[src/rtl/acc_seq_pkg.sv]
package acc_seq_pkg;

    localparam int WORD_W = 16;
    localparam int ADDR_W = 12;
    localparam int OP_W   = 3;

    typedef logic [WORD_W-1:0] word_t;
    typedef logic [ADDR_W-1:0] addr_t;

    typedef enum logic [OP_W-1:0] {
        OP_AND = 3'd0,
        OP_ADD = 3'd1,
        OP_LDA = 3'd2,
        OP_STA = 3'd3,
        OP_BUN = 3'd4,
        OP_BSA = 3'd5,
        OP_ISZ = 3'd6,
        OP_XOP = 3'd7
    } opcode_e;

    typedef struct packed {
        logic    ind;
        opcode_e op;
        addr_t   field;
    } instr_t;

    typedef struct packed {
        logic  carry;
        word_t val;
    } alu_res_t;

    // operations whose operand goes through the ALU in T5
    function automatic logic uses_alu(opcode_e op);
        return (op == OP_AND) || (op == OP_ADD) || (op == OP_LDA);
    endfunction

    // operations that load the data register in T4
    function automatic logic reads_operand(opcode_e op);
        return uses_alu(op) || (op == OP_ISZ);
    endfunction

endpackage

[src/rtl/acc_seq_timer.sv]
module acc_seq_timer #(
    parameter int NSLOT = 7
) (
    input  logic             clk,
    input  logic             rst,
    input  logic             start,
    input  logic             stop,
    input  logic             clr,
    output logic             running,
    output logic [NSLOT-1:0] slot
);
    localparam int SCW = $clog2(NSLOT);

    logic           run_q;
    logic [SCW-1:0] sc_q;

    always_ff @(posedge clk) begin
        if (rst) begin
            run_q <= 1'b0;
            sc_q  <= '0;
        end else begin
            if (stop)
                run_q <= 1'b0;
            else if (start)
                run_q <= 1'b1;
            if (clr || stop)
                sc_q <= '0;
            else if (run_q)
                sc_q <= sc_q + 1'b1;
        end
    end

    assign running = run_q;

    for (genvar g = 0; g < NSLOT; g++) begin : g_slot
        assign slot[g] = run_q && (sc_q == SCW'(g));
    end

endmodule

[src/rtl/acc_seq_alu.sv]
module acc_seq_alu
    import acc_seq_pkg::*;
(
    input  opcode_e  op,
    input  word_t    ac,
    input  word_t    dr,
    input  logic     e_in,
    output alu_res_t res
);
    always_comb begin
        res.carry = e_in;
        res.val   = ac;
        case (op)
            OP_AND:  res.val = ac & dr;
            OP_ADD:  {res.carry, res.val} = {1'b0, ac} + {1'b0, dr};
            OP_LDA:  res.val = dr;
            default: res.val = ac;
        endcase
    end
endmodule

[src/rtl/acc_seq_core.sv]
module acc_seq_core
    import acc_seq_pkg::*;
#(
    parameter int NSLOT = 7
) (
    input  logic              clk,
    input  logic              rst,
    input  logic              start,
    input  logic [WORD_W-1:0] mem_rdata,
    input  logic              skip_in,
    output logic [ADDR_W-1:0] mem_addr,
    output logic [WORD_W-1:0] mem_wdata,
    output logic              mem_we,
    output logic              halted,
    output logic [WORD_W-1:0] acc_out,
    output logic              e_out,
    output logic              reg_strobe,
    output logic              io_strobe,
    output logic [ADDR_W-1:0] xop_bits
);
    localparam int T_IND  = 3;
    localparam int T_EX0  = 4;
    localparam int T_EX1  = 5;
    localparam int T_EX2  = 6;

    addr_t    pc_q, ar_q;
    instr_t   ir_q;
    word_t    dr_q, ac_q;
    logic     e_q, ind_q;
    logic     running, stop, clr, xop_t3;
    logic [NSLOT-1:0] t;
    opcode_e  op;
    alu_res_t alu_res;

    assign op = ir_q.op;

    acc_seq_timer #(.NSLOT(NSLOT)) u_timer (
        .clk(clk), .rst(rst), .start(start), .stop(stop), .clr(clr),
        .running(running), .slot(t)
    );

    acc_seq_alu u_alu (
        .op(op), .ac(ac_q), .dr(dr_q), .e_in(e_q), .res(alu_res)
    );

    assign xop_t3 = t[T_IND] && (op == OP_XOP);
    assign stop   = xop_t3 && !ind_q && ir_q.field[0];
    assign clr    = xop_t3
                 || (t[T_EX0] && (op == OP_STA || op == OP_BUN))
                 || (t[T_EX1] && (uses_alu(op) || op == OP_BSA))
                 || (t[T_EX2] && op == OP_ISZ);

    always_ff @(posedge clk) begin
        if (rst) begin
            pc_q  <= '0;
            ar_q  <= '0;
            ir_q  <= '0;
            dr_q  <= '0;
            ac_q  <= '0;
            e_q   <= 1'b0;
            ind_q <= 1'b0;
        end else begin
            if (t[0])
                ar_q <= pc_q;
            if (t[1]) begin
                ir_q <= instr_t'(mem_rdata);
                pc_q <= pc_q + 1'b1;
            end
            if (t[2]) begin
                ar_q  <= ir_q.field;
                ind_q <= ir_q.ind;
            end
            if (t[T_IND] && op != OP_XOP && ind_q)
                ar_q <= mem_rdata[ADDR_W-1:0];
            if (xop_t3 && skip_in)
                pc_q <= pc_q + 1'b1;
            if (t[T_EX0]) begin
                if (reads_operand(op))
                    dr_q <= mem_rdata;
                if (op == OP_BUN)
                    pc_q <= ar_q;
                if (op == OP_BSA)
                    ar_q <= ar_q + 1'b1;
            end
            if (t[T_EX1]) begin
                if (uses_alu(op)) begin
                    ac_q <= alu_res.val;
                    e_q  <= alu_res.carry;
                end
                if (op == OP_BSA)
                    pc_q <= ar_q;
                if (op == OP_ISZ)
                    dr_q <= dr_q + 1'b1;
            end
            if (t[T_EX2] && op == OP_ISZ && dr_q == '0)
                pc_q <= pc_q + 1'b1;
        end
    end

    always_comb begin
        mem_we    = 1'b0;
        mem_wdata = ac_q;
        if (t[T_EX0] && op == OP_STA) begin
            mem_we = 1'b1;
        end else if (t[T_EX0] && op == OP_BSA) begin
            mem_we    = 1'b1;
            mem_wdata = word_t'(pc_q);
        end else if (t[T_EX2] && op == OP_ISZ) begin
            mem_we    = 1'b1;
            mem_wdata = dr_q;
        end
    end

    assign mem_addr   = ar_q;
    assign halted     = !running;
    assign acc_out    = ac_q;
    assign e_out      = e_q;
    assign reg_strobe = xop_t3 && !ind_q;
    assign io_strobe  = xop_t3 && ind_q;
    assign xop_bits   = ir_q.field;

endmodule

[config.mk]
export PLATFORM = sky130hd
export DESIGN_NAME = acc_seq_core
export DESIGN_NICKNAME = d
export VERILOG_FILES = /design/src/rtl/acc_seq_pkg.sv /design/src/rtl/acc_seq_timer.sv /design/src/rtl/acc_seq_alu.sv /design/src/rtl/acc_seq_core.sv
export SDC_FILE = /design/constraint.sdc
export NUM_CORES = 1
export LEC_CHECK = 0
export ABC_AREA = 1
export BUFFER_PORTS_ARGS = -buffer_cell sky130_fd_sc_hd__buf_2
export CAP_MARGIN = 40
export CORE_MARGIN = 4
export CORE_UTILIZATION = 50
export DETAILED_ROUTE_END_ITERATION = 7
export GPL_TIMING_DRIVEN = 1
export HOLD_SLACK_MARGIN = 0.06
export PLACE_DENSITY_LB_ADDON = 0.1
export SLEW_MARGIN = 15
export SYNTH_ARGS = -nofsm -noshare
export SYNTH_HDL_FRONTEND = slang
export SYNTH_SLANG_ARGS = --single-unit
[constraint.sdc]
create_clock -name clk -period 5.22 [get_ports clk]
set_input_delay 0.783 -clock clk [delete_from_list [all_inputs] [get_ports clk]]
set_output_delay 0.783 -clock clk [all_outputs]
set_load 0.01 [all_outputs]
======== Yosys cells after proc, flatten, opt, wreduce, memory -nomap -nowiden ========
Index checks and enable logic that the tools add are counted.
word-level totals
  bits in registers ....................... 78
  output and inout port bits .............. 61
  logic and storage cells ................. 93
cells by class
  $add $sub $neg .......................... 5
  equality and inequality tests ........... 14
  multiplexer cells ....................... 23
  bitwise logic cells ..................... 1
  reductions and logical operators ........ 39
operators with widths
  operator                                              count
  two-way mux 12 bit                                    12
  two-way mux 16 bit                                    7
  case mux 16 bit (3 select lines)                      1
  adder 12 x 1 -> 12 bit (second input constant)        2
  equality test 3 bit (second input constant)           7
  logical AND 1 bit                                     20
  adder 16 x 16 -> 17 bit                               1
  adder 16 x 1 -> 16 bit (second input constant)        1
  bitwise AND 16 bit                                    1
  zero test 16 bit                                      1
  equality test 3 x 2 -> 1 bit (second input constant)  4
  logical OR 1 bit                                      9
  equality test 3 x 1 -> 1 bit (second input constant)  2
  zero test 3 bit                                       2
  AND reduction 3 bit                                   2
  OR reduction 2 bit                                    2
  adder 3 x 1 -> 3 bit (second input constant)          1
  two-way mux 1 bit                                     3
  inequality test 3 bit (second input constant)         1
  nonzero test 3 bit                                    1
  zero test 1 bit                                       2

======== Logic depth before layout (Yosys ltp) ========
Gate-level depths: netlist of the first run.
  depth in word-level cells ............... 10
  mapped depth ............................ 12
  mapped depth without buffers ............ 12

======== Modules after synthesis ========
A second synthesis of the first run with hierarchy kept.
unflattened totals
  cell total of the unflattened synthesis .. 1153
  area, all modules ....................... 6635.1 sq um
by module, submodules not included
  module         times used  cells each  area an instance (sq um)
  acc_seq_core   1           837         4972.3
  acc_seq_alu    1           275         1391.3
  acc_seq_timer  1           41          271.5

======== Worst setup path before layout of the first run ========
OpenSTA, ideal clock, no wires.
  path type ............................... reg2out
  start point ............................. reg u_timer.sc_q[0]
  end point ............................... out mem_wdata[10]
  data arrival time ....................... 1.587 ns
  data required time ...................... 4.437 ns
  slack ................................... 2.850 ns
  cell stages (with the launch flop) ...... 12
  path buffers ............................ 1
  cell sequence ........................... dfxtp_1 inv_1 ha_1 inv_1 nor2_4 inv_2 nor2_4 nor2_1 inv_2 buf_4 nor2_1 a31oi_1
on the way
  cells in the longest elaborated chain, start to end .. 6
ends and longest elaborated chain
  element                   RTL line             text
  start: declaration        acc_seq_timer.sv:15  logic [SCW-1:0] sc_q;
  start signal: assignment  acc_seq_timer.sv:29  sc_q <= sc_q + 1'b1;
  equality test 3 bit       acc_seq_timer.sv:36  assign slot[g] = run_q && (sc_q == SCW'(g));
  logical AND 1 bit         acc_seq_timer.sv:36
  logical AND 1 bit         acc_seq_core.sv:108  end else if (t[T_EX2] && op == OP_ISZ) begin
  two-way mux 16 bit        acc_seq_core.sv:108
  two-way mux 16 bit        acc_seq_core.sv:105  end else if (t[T_EX0] && op == OP_BSA) begin
  two-way mux 16 bit *      acc_seq_core.sv:103  if (t[T_EX0] && op == OP_STA) begin
  end: declaration          acc_seq_core.sv:12   output logic [WORD_W-1:0] mem_wdata,
Mark *: on every way between the ends. The rest lies on a longest branch, timed or not.

======== Worst setup path in the final report of the first run ========
  start point ............................. reg u_timer.run_q, in the netlist u_timer.running
  end point ............................... out mem_wdata[11]
on the way
  cells in the longest elaborated chain, start to end .. 5
ends and longest elaborated chain
  element                   RTL line             text
  start: declaration        acc_seq_timer.sv:14  logic run_q;
  start signal: assignment  acc_seq_timer.sv:19  run_q <= 1'b0;
  start signal: assignment  acc_seq_timer.sv:23  run_q <= 1'b0;
  start signal: assignment  acc_seq_timer.sv:25  run_q <= 1'b1;
  logical AND 1 bit         acc_seq_timer.sv:36
  logical AND 1 bit         acc_seq_core.sv:108
  two-way mux 16 bit        acc_seq_core.sv:108
  two-way mux 16 bit        acc_seq_core.sv:105
  two-way mux 16 bit *      acc_seq_core.sv:103
Marked as above.

==> results of run 1 <==
-- worst reg2reg max path: cells and delay by family (launching register included) --
family	cells	cell delay [ps]
flops	1	330
simple gates	2	870
fa+ha+maj	1	200
compound gates	2	510
buf+inv	2	600
-- cells by family (layout without fill, tap and decap cells) --
| family | Yosys count | in the layout | share of synthesized area [%] |
|---|---|---|---|
| compound gates | 251 | 251 | 22.5 |
| xor+xnor | 16 | 16 | 2.32 |
| fa+ha+maj | 26 | 26 | 5.51 |
| buf+inv | 182 | 237 | 12.5 |
| flops | 78 | 78 | 25.8 |
| simple gates | 441 | 441 | 31.3 |
-- metrics by stage --
stage,cells,utilization (%)
after global routing,1192,58.0
after global placement,1175,55.1
after floorplan,994,-
after detailed placement,1176,55.3
final,1192,58.0
after CTS,1192,58.0
-- state kept, by name (all words and copies together), names as in the netlist --
signal / count
acc_out: 16
dr_q: 16
mem_addr: 12
pc_q: 12
xop_bits: 12
op: 3
u_timer.sc_q: 3
e_out: 1
ind_q: 1
ir_q: 1
u_timer.running: 1
-- worst paths after layout --
path,to,start,slack [ps]
hold reg to reg,ind_q,ir_q[15],460
setup reg to reg,acc_out[15],u_timer.sc_q[1],2590
hold / removal,ind_q,ir_q[15],460
setup / recovery,mem_wdata[11],u_timer.running,1680
-- per-layer routing --
layer  wire length [um]  global-route usage [%]  up-vias
li1                   -                       -     3382
met1               9470                    43.2     3036
met2               8360                    40.9      309
met3               1810                    4.23       29
met4                450                    9.01        0
met5                  0                       0        -
-- area by class of cell --
type | count | area share (%)
clock buffers | 10 | 3.40
flip-flops and latches | 78 | 23.2
well taps | 143 | 2.65
clock inverters | 6 | 1.37
multi-input cells | 734 | 55.2
inverters | 136 | 7.57
repair buffers | 85 | 6.61
-- synthesized netlist by cell type, types with 3 or more instances --
cell type and count:
inv_1 129, nor2_1 97, inv_2 5, or2_2 8
buf_4 15, o211ai_1 7, nor3_1 22, nand3_1 62
nand4_1 10, o22ai_1 7, a31oi_1 25, dfxtp_1 78
a211oi_1 9, xor2_1 15, nor2_4 3, nor3_2 3
clkbuf_1 22, buf_2 8, nand2_1 227, a21oi_1 91
o21ai_0 107, ha_1 25
-- power by group --
| group | leakage (uW) | switching, uW | internal (uW) |
|---|---|---|---|
| Combinational | 0.00232 | 77.5 | 33.4 |
| Sequential | 0.000631 | 14.6 | 608 |
| Clock | 0.000150 | 277 | 423 |
| Total | 0.00310 | 369 | 1060 |
==> flow_summary.ini, run 1 <==
[run_status]
status = finished, final reports clean

[route]
via_count = 6756
ant_nets = 0
dr.first_iter.drc_count = 730
totalWireLength_um = 20100
vias_per_cell = 5.67
wire_per_inst_um = 16.9
drt-pass1-iter-count = 6
drc = 0

[layout]
multi_input_area_um2 = 3720
fill_cells = 1190
fin_nets = 1090
area_delta_synth_final_pct = 11.6
register_area_um2 = 1560
design_area_um2 = 6740
layout_commonest_cell = nand2_1
final_cell_mix = 227 x nand2_1, 129 x inv_1, 107 x o21ai_0
drive_gt1_share_pct = 12.1
num_antenna_cells = 0

[timing]
relSlewSlack_pct = 41.7
fin_skew_ps = 5.62
period_needed_ps = 3540
whs_ps = 457
finalSetupTns_ps = 0
finalHoldViolations = 0
max_freq_ghz = 0.283
final.period_utilization_pct = 67.8
maxSlewViolCount = 0
fin_ws_ps = 1680
grt_setup_unrepaired = false
tightest_slew_ps = 872
setup_viol = 0

[die]
die_x_um = 118
initial_core_util_pct = 52.0
die_area_um2 = 13900
fp-row-count = 39
die_h_um = 118
ios = 81
fp.coreArea_um2 = 11600

[worst_setup_path]
cp.depth = 7
cp_slowest_stage_delay_ps = 710
cp_slowest_cell = nor3_2
path_max_fanout = 24
crit_path_start_kind = flip-flop
cp.arrival_ps = 2750
required_ps = 4440
cp_num_buf_inv = 2
path_common_cell = nor2_1
path_cells = nand2_1 -> nor3_2 -> nor2_1 -> inv_2 -> nor2_1 -> a31oi_1 -> buf_2
crit_family = simple AND/OR/NAND/NOR gates
path_class = flip-flop to output pin
reg2regPathDepth = 7
endpoint_kind = output pin

[clock_network]
clkTransAtPathRegs_ps = 60
cts_tree = yes
cts.path.max_buffers = 2
cts_resized = 0
worstSkewPairLatency_ps = 350
cts_buffers = 9
post_cts_buffers = 0
cts_root_buf = clkbuf_16
clock-sinks = 78
cts.htree.levels = 3
hold_buffers = 0

[placed_design]
finalWeightedCongestion = 0.932
dp_hpwl_um = 14900
placed_area_um2 = 6420
port_buffers = 80
pre_cts_ws_ps = 2100

[synth]
avgSynthCellArea_um2 = 6.08
ys_seq_area_share_pct = 25.8
ys_seq_elements = 78
yosysUniqueCellTypes = 36
yosys_warnings = 0
async_reset_ff_share_pct = 0
synth_area_leader_cell = dfxtp_1
synth_area_leaders = dfxtp_1 26%, nand2_1 14%, o21ai_0 8.9%
synth-main-ff-cell = dfxtp_1
synth_top_area_share_pct = 25.8
syn_inst = 994
synth_area_um2 = 6040
syn_nets = 1040
synth_edf_count = 0

[pwr]
finalPower_uw = 1430
powerDensity_nw_per_um2 = 213
ir_drop_v = 0.000112
leakage_uw = 0.00310

[global_routing]
grt_pass1_vias = 5875
grt_usage_pct = 28.4
antenna_found_initial = 0
grt_pass1_wl_um = 32000
grt_overflow = 0
grt_max_degree = 57

[worst_hold_path]
hold_depth = 2
hp-class = flip-flop to flip-flop

[run]
max-cap-violations = 0
(Power assumes the default switching activity.)
==> run 2: changes to the inputs <==
Clock period 5.22 ns to 3.4 ns, I/O delays scaled along.
==> run 2 against run 1 <==
  * Clock skew rose by 4.5 ps
  * Highest routed layer unchanged
  * Critical path depth rose by 4
  * Routed wire length rose by 0.66%
  * Sequential power rose by 53%
  * Clock-buffer cell count did not move
  * Final area barely moved
  * Die area did not move
  * Non-clock buffer count rose by 4
  * Largest power group is now registers
  * Power rose by 45%
  * Critical path type unchanged
  * Global-route usage fell by 0.15 points
==> flow_summary.ini, run 2 (same netlist as run 1, synthesis figures left out) <==
[route]
via_count = 6753
dr.first_iter.drc_count = 721
drt-pass1-iter-count = 5
drc = 0
totalWireLength_um = 20200
ant_nets = 0
vias_per_cell = 5.65
wire_per_inst_um = 16.9

[worst_setup_path]
reg2regPathDepth = 7
endpoint_kind = output pin
path_class = flip-flop to output pin
r2r-start = op[1]
crit_path_start_kind = flip-flop
crit_start = u_timer.sc_q[0]
cp.arrival_ps = 2390
r2r_slack_ps = 1110
path_max_fanout = 24
rr_endpoint = acc_out[15]
required_ps = 2890

[placed_design]
dp_hpwl_um = 15100
port_buffers = 80
pre_cts_ws_ps = 917
finalWeightedCongestion = 0.940

[clock_network]
clkTransAtPathRegs_ps = 70
cts_buffers = 9
cts.path.max_buffers = 2
cts_resized = 0
cts.htree.levels = 3
worstSkewPairLatency_ps = 350
post_cts_buffers = 0
clock-sinks = 78
hold_buffers = 0
cts_tree = yes
cts_root_buf = clkbuf_16

[timing]
setup_viol = 0
finalSetupTns_ps = 0
relSlewSlack_pct = 45.7
fin_ws_ps = 498
fin_skew_ps = 10.1
maxSlewViolCount = 0
period_needed_ps = 2900
tightest_slew_ps = 812
whs_ps = 448
max_freq_ghz = 0.345
finalHoldViolations = 0
final.period_utilization_pct = 85.4
grt_setup_unrepaired = false

[worst_hold_path]
hp-start = start
hp-class = input pin to flip-flop
hold_depth = 3
min_to = u_timer.running

[global_routing]
grt_pass1_wl_um = 31800
grt_max_degree = 40
grt_overflow = 0
grt_pass1_vias = 5915
antenna_found_initial = 0
grt_usage_pct = 28.3

[layout]
drive_gt1_share_pct = 12.5
final_cell_mix = 227 x nand2_1, 129 x inv_1, 107 x o21ai_0
layout_commonest_cell = nand2_1
num_antenna_cells = 0
fin_nets = 1094
area_delta_synth_final_pct = 11.5
fill_cells = 1221

[run_status]
status = finished, final reports clean

[pwr]
p_seq_share_pct = 45.9
power_frac_clock_pct = 45.7
powerDensity_nw_per_um2 = 308
p_int_uw = 1510
power_frac_comb_pct = 8.4
swShare_pct = 27.6
leakage_uw = 0.00310
ir_drop_v = 0.000207
switchingPower_uw = 573

[die]
initial_core_util_pct = 52.0
fp.coreArea_um2 = 11600
fp-row-count = 39
ios = 81
die_x_um = 118
die_h_um = 118
die_area_um2 = 13900

[run]
max-cap-violations = 0
run 2: cell types whose count changed in the layout (fill, tap and decap cells not counted):
| cell | previous run | this run |
|---|---|---|
| buf_12 | 0 | 1 |
| clkinv_2 | 0 | 1 |
| clkbuf_1 | 1 | 0 |
| clkbuf_8 | 0 | 1 |
| clkinvlp_4 | 2 | 3 |
| buf_8 | 1 | 0 |
| bufinv_16 | 2 | 0 |
| buf_4 | 4 | 8 |
run 2: worst max-delay path, cell delays in order (launching register included):
cell and delay [ps]:
dfxtp_1 340, inv_1 110, ha_1 180, inv_1 70, nor2_4 170, inv_2 60
nor2_4 220, nor2_1 120, inv_2 370, nor2_1 80, a31oi_1 160, buf_2 160
run 2: worst max-delay path by stage:
stage / end / slack [ps] / depth (start not counted)
2_1_floorplan: mem_wdata[10] / 1300 / 11
3_3_place_gp: mem_wdata[9] / 970 / 11
3_5_place_dp: mem_wdata[4] / 920 / 11
4_1_cts: mem_wdata[4] / 540 / 11
5_1_grt: mem_wdata[11] / 250 / 11
6_report: mem_wdata[11] / 500 / 11
run 2: layout make-up:
cell class                      instances  area, um^2  share of cell area [%]
Timing Repair Buffer                   89         480                    7.13
Clock inverter                          6        45.0                   0.669
Multi-Input combinational cell        734        3720                    55.2
Clock buffer                           10         239                    3.55
Tap cell                              143         179                    2.66
Inverter                              136         510                    7.58
Sequential cell                        78        1560                    23.2
run 2: power groups by stage:
stage | sequential [uW] | combinational, uW | clock, uW
after global placement | 973 | 169 | 0
final | 953 | 174 | 950
after CTS | 953 | 170 | 960
after detailed placement | 973 | 170 | 0
after floorplan | 970 | 112 | 0
after global routing | 955 | 192 | 989
run 2: per-stage QoR:
step / total power, uW / cells / cell area [um^2] / utilization [%]
5_1_grt: 2140 / 1196 / 6740 / 58.0
4_1_cts: 2080 / 1196 / 6740 / 58.0
6_report: 2080 / 1196 / 6740 / 58.0
2_1_floorplan: 1080 / 994 / 6040 / -
3_5_place_dp: 1140 / 1180 / 6450 / 55.6
3_3_place_gp: 1140 / 1180 / 6450 / 55.6
run 2: layer usage:
layer / track usage (%) / vias to the layer above / wire (um)
li1: - / 3380 / -
met1: 43.0 / 3024 / 9550
met2: 39.4 / 317 / 8140
met3: 5.19 / 32 / 2000
met4: 9.96 / 0 / 534
met5: 0 / - / 0
==> run 3: changes to the inputs <==
--- a/constraint.sdc
+++ b/constraint.sdc
@@ -3,2 +3,2 @@
 set_output_delay 0.51 -clock clk [all_outputs]
-set_load 0.01 [all_outputs]
+set_load 0.005 [all_outputs]
==> run 3 against run 2 <==
  * Clock power up 23%
  * Cell count about the same
  * Highest routed layer unchanged
  * Via count down 0.68%
  * Setup slack worse by 150 ps
  * Clock-buffer cell count down 1
  * Clock skew down 0.67 ps
  * Critical endpoint is now mem_wdata[9]
  * Die area unchanged
  * Largest cell class unchanged
==> flow_summary.ini, run 3 (same netlist as run 1, synthesis figures left out) <==
[global_routing]
grt_max_degree = 43
grt_pass1_vias = 5953
grt_usage_pct = 28.8
antenna_found_initial = 0
grt_pass1_wl_um = 32400
grt_overflow = 0

[worst_setup_path]
cp.arrival_ps = 2540
r2r-start = op[1]
crit_path_start_kind = flip-flop
endpoint_kind = output pin
reg2regPathDepth = 7
rr_endpoint = acc_out[15]
r2r_slack_ps = 1110
required_ps = 2890
path_max_fanout = 24
path_class = flip-flop to output pin

[clock_network]
cts_tree = yes
cts_root_buf = clkbuf_16
cts_buffers = 9
cts.path.max_buffers = 2
cts.htree.levels = 3
clkTransAtPathRegs_ps = 60
cts_resized = 0
hold_buffers = 0
clock-sinks = 78
worstSkewPairLatency_ps = 350
post_cts_buffers = 0

[route]
met1_length_um = 9680
dr_wl_met3_um = 1730
drt-pass1-iter-count = 7
ant_nets = 0
wire_per_inst_um = 16.9
dr.first_iter.drc_count = 775
wl_met2_um = 8520
topRoutingLayerUsed = met4
via_count = 6707
totalWireLength_um = 20300
drc = 0
vias_per_cell = 5.60

[pwr]
leakage_uw = 0.00314
powerDensity_nw_per_um2 = 337
ir_drop_v = 0.000253
finalPower_uw = 2290

[layout]
layout_commonest_cell = nand2_1
num_antenna_cells = 0
area_delta_synth_final_pct = 12.7
final_cell_mix = 227 x nand2_1, 129 x inv_1, 107 x o21ai_0
fin_nets = 1095
drive_gt1_share_pct = 12.6
register_area_um2 = 1560
fill_cells = 1230
multi_input_area_um2 = 3720

[timing]
grt_setup_unrepaired = false
finalHoldViolations = 0
setup_viol = 0
tightest_slew_ps = 871
fin_ws_ps = 346
relSlewSlack_pct = 41.6
finalSetupTns_ps = 0
max_freq_ghz = 0.327
period_needed_ps = 3050
final.period_utilization_pct = 89.8
fin_skew_ps = 9.48
maxSlewViolCount = 0

[worst_hold_path]
hp-class = input pin to flip-flop
hold_depth = 3
min_to = u_timer.running
hp-start = start

[die]
die_x_um = 118
die_h_um = 118
ios = 81
fp-row-count = 39
die_area_um2 = 13900
initial_core_util_pct = 52.0
fp.coreArea_um2 = 11600

[placed_design]
port_buffers = 80
pre_cts_ws_ps = 754
dp_hpwl_um = 15200
finalWeightedCongestion = 0.934

[run_status]
status = finished, final reports clean

[run]
max-cap-violations = 0
run 3: changes by cell type in the layout (fill, tap and decap cells not counted), sizes merged:
cell / delta
bufinv: +3
clkinv: +1
clkinvlp: -2
inv: -1
clkbuf: -1
buf: +1
run 3: cell type report:
| cell class | instances | area share, % |
|---|---|---|
| clock buffers | 9 | 3.31 |
| well taps | 143 | 2.63 |
| flip-flops and latches | 78 | 22.9 |
| inverters | 136 | 7.50 |
| repair buffers | 90 | 7.17 |
| multi-input cells | 734 | 54.7 |
| clock inverters | 7 | 1.76 |
run 3: layer usage:
layer | up-vias | track usage (%)
li1 | 3371 | -
met1 | 3029 | 43.8
met2 | 286 | 42.1
met3 | 21 | 3.51
met4 | 0 | 8.64
met5 | - | 0
run 3: worst max path at each step:
stage,startpoint,to,slack [ps],cells after the start
floorplan,u_timer.sc_q[0],mem_wdata[10],1380,11
global placement,u_timer.sc_q[0],mem_wdata[9],820,11
detailed placement,u_timer.sc_q[0],mem_wdata[11],750,11
CTS,u_timer.sc_q[0],mem_wdata[11],370,11
global route,u_timer.sc_q[0],mem_wdata[11],70,11
finish,u_timer.sc_q[0],mem_wdata[9],350,11
run 3: per-stage QoR:
step           cell area [um^2]  cells  hold slack, ps  utilization [%]
5_1_grt                    6810   1197             490             58.6
6_report                   6810   1197             457             58.6
3_3_place_gp               6460   1181             446             55.6
2_1_floorplan              6040    994             430                -
3_5_place_dp               6460   1181             452             55.6
4_1_cts                    6810   1197             449             58.6
run 3: where the power goes:
| group | internal (uW) | switching [uW] |
|---|---|---|
| registers | 933 | 19.8 |
| logic | 53.1 | 117 |
| clock network | 721 | 451 |
run 3: worst max-delay path, stage by stage (launching register included):
cell and delay, ps:
dfxtp_1 340, inv_1 110, ha_1 180, inv_1 70
nor2_4 170, inv_2 60, nor2_4 350, nor2_1 140
inv_2 380, nor2_1 80, a31oi_1 170, buf_2 140
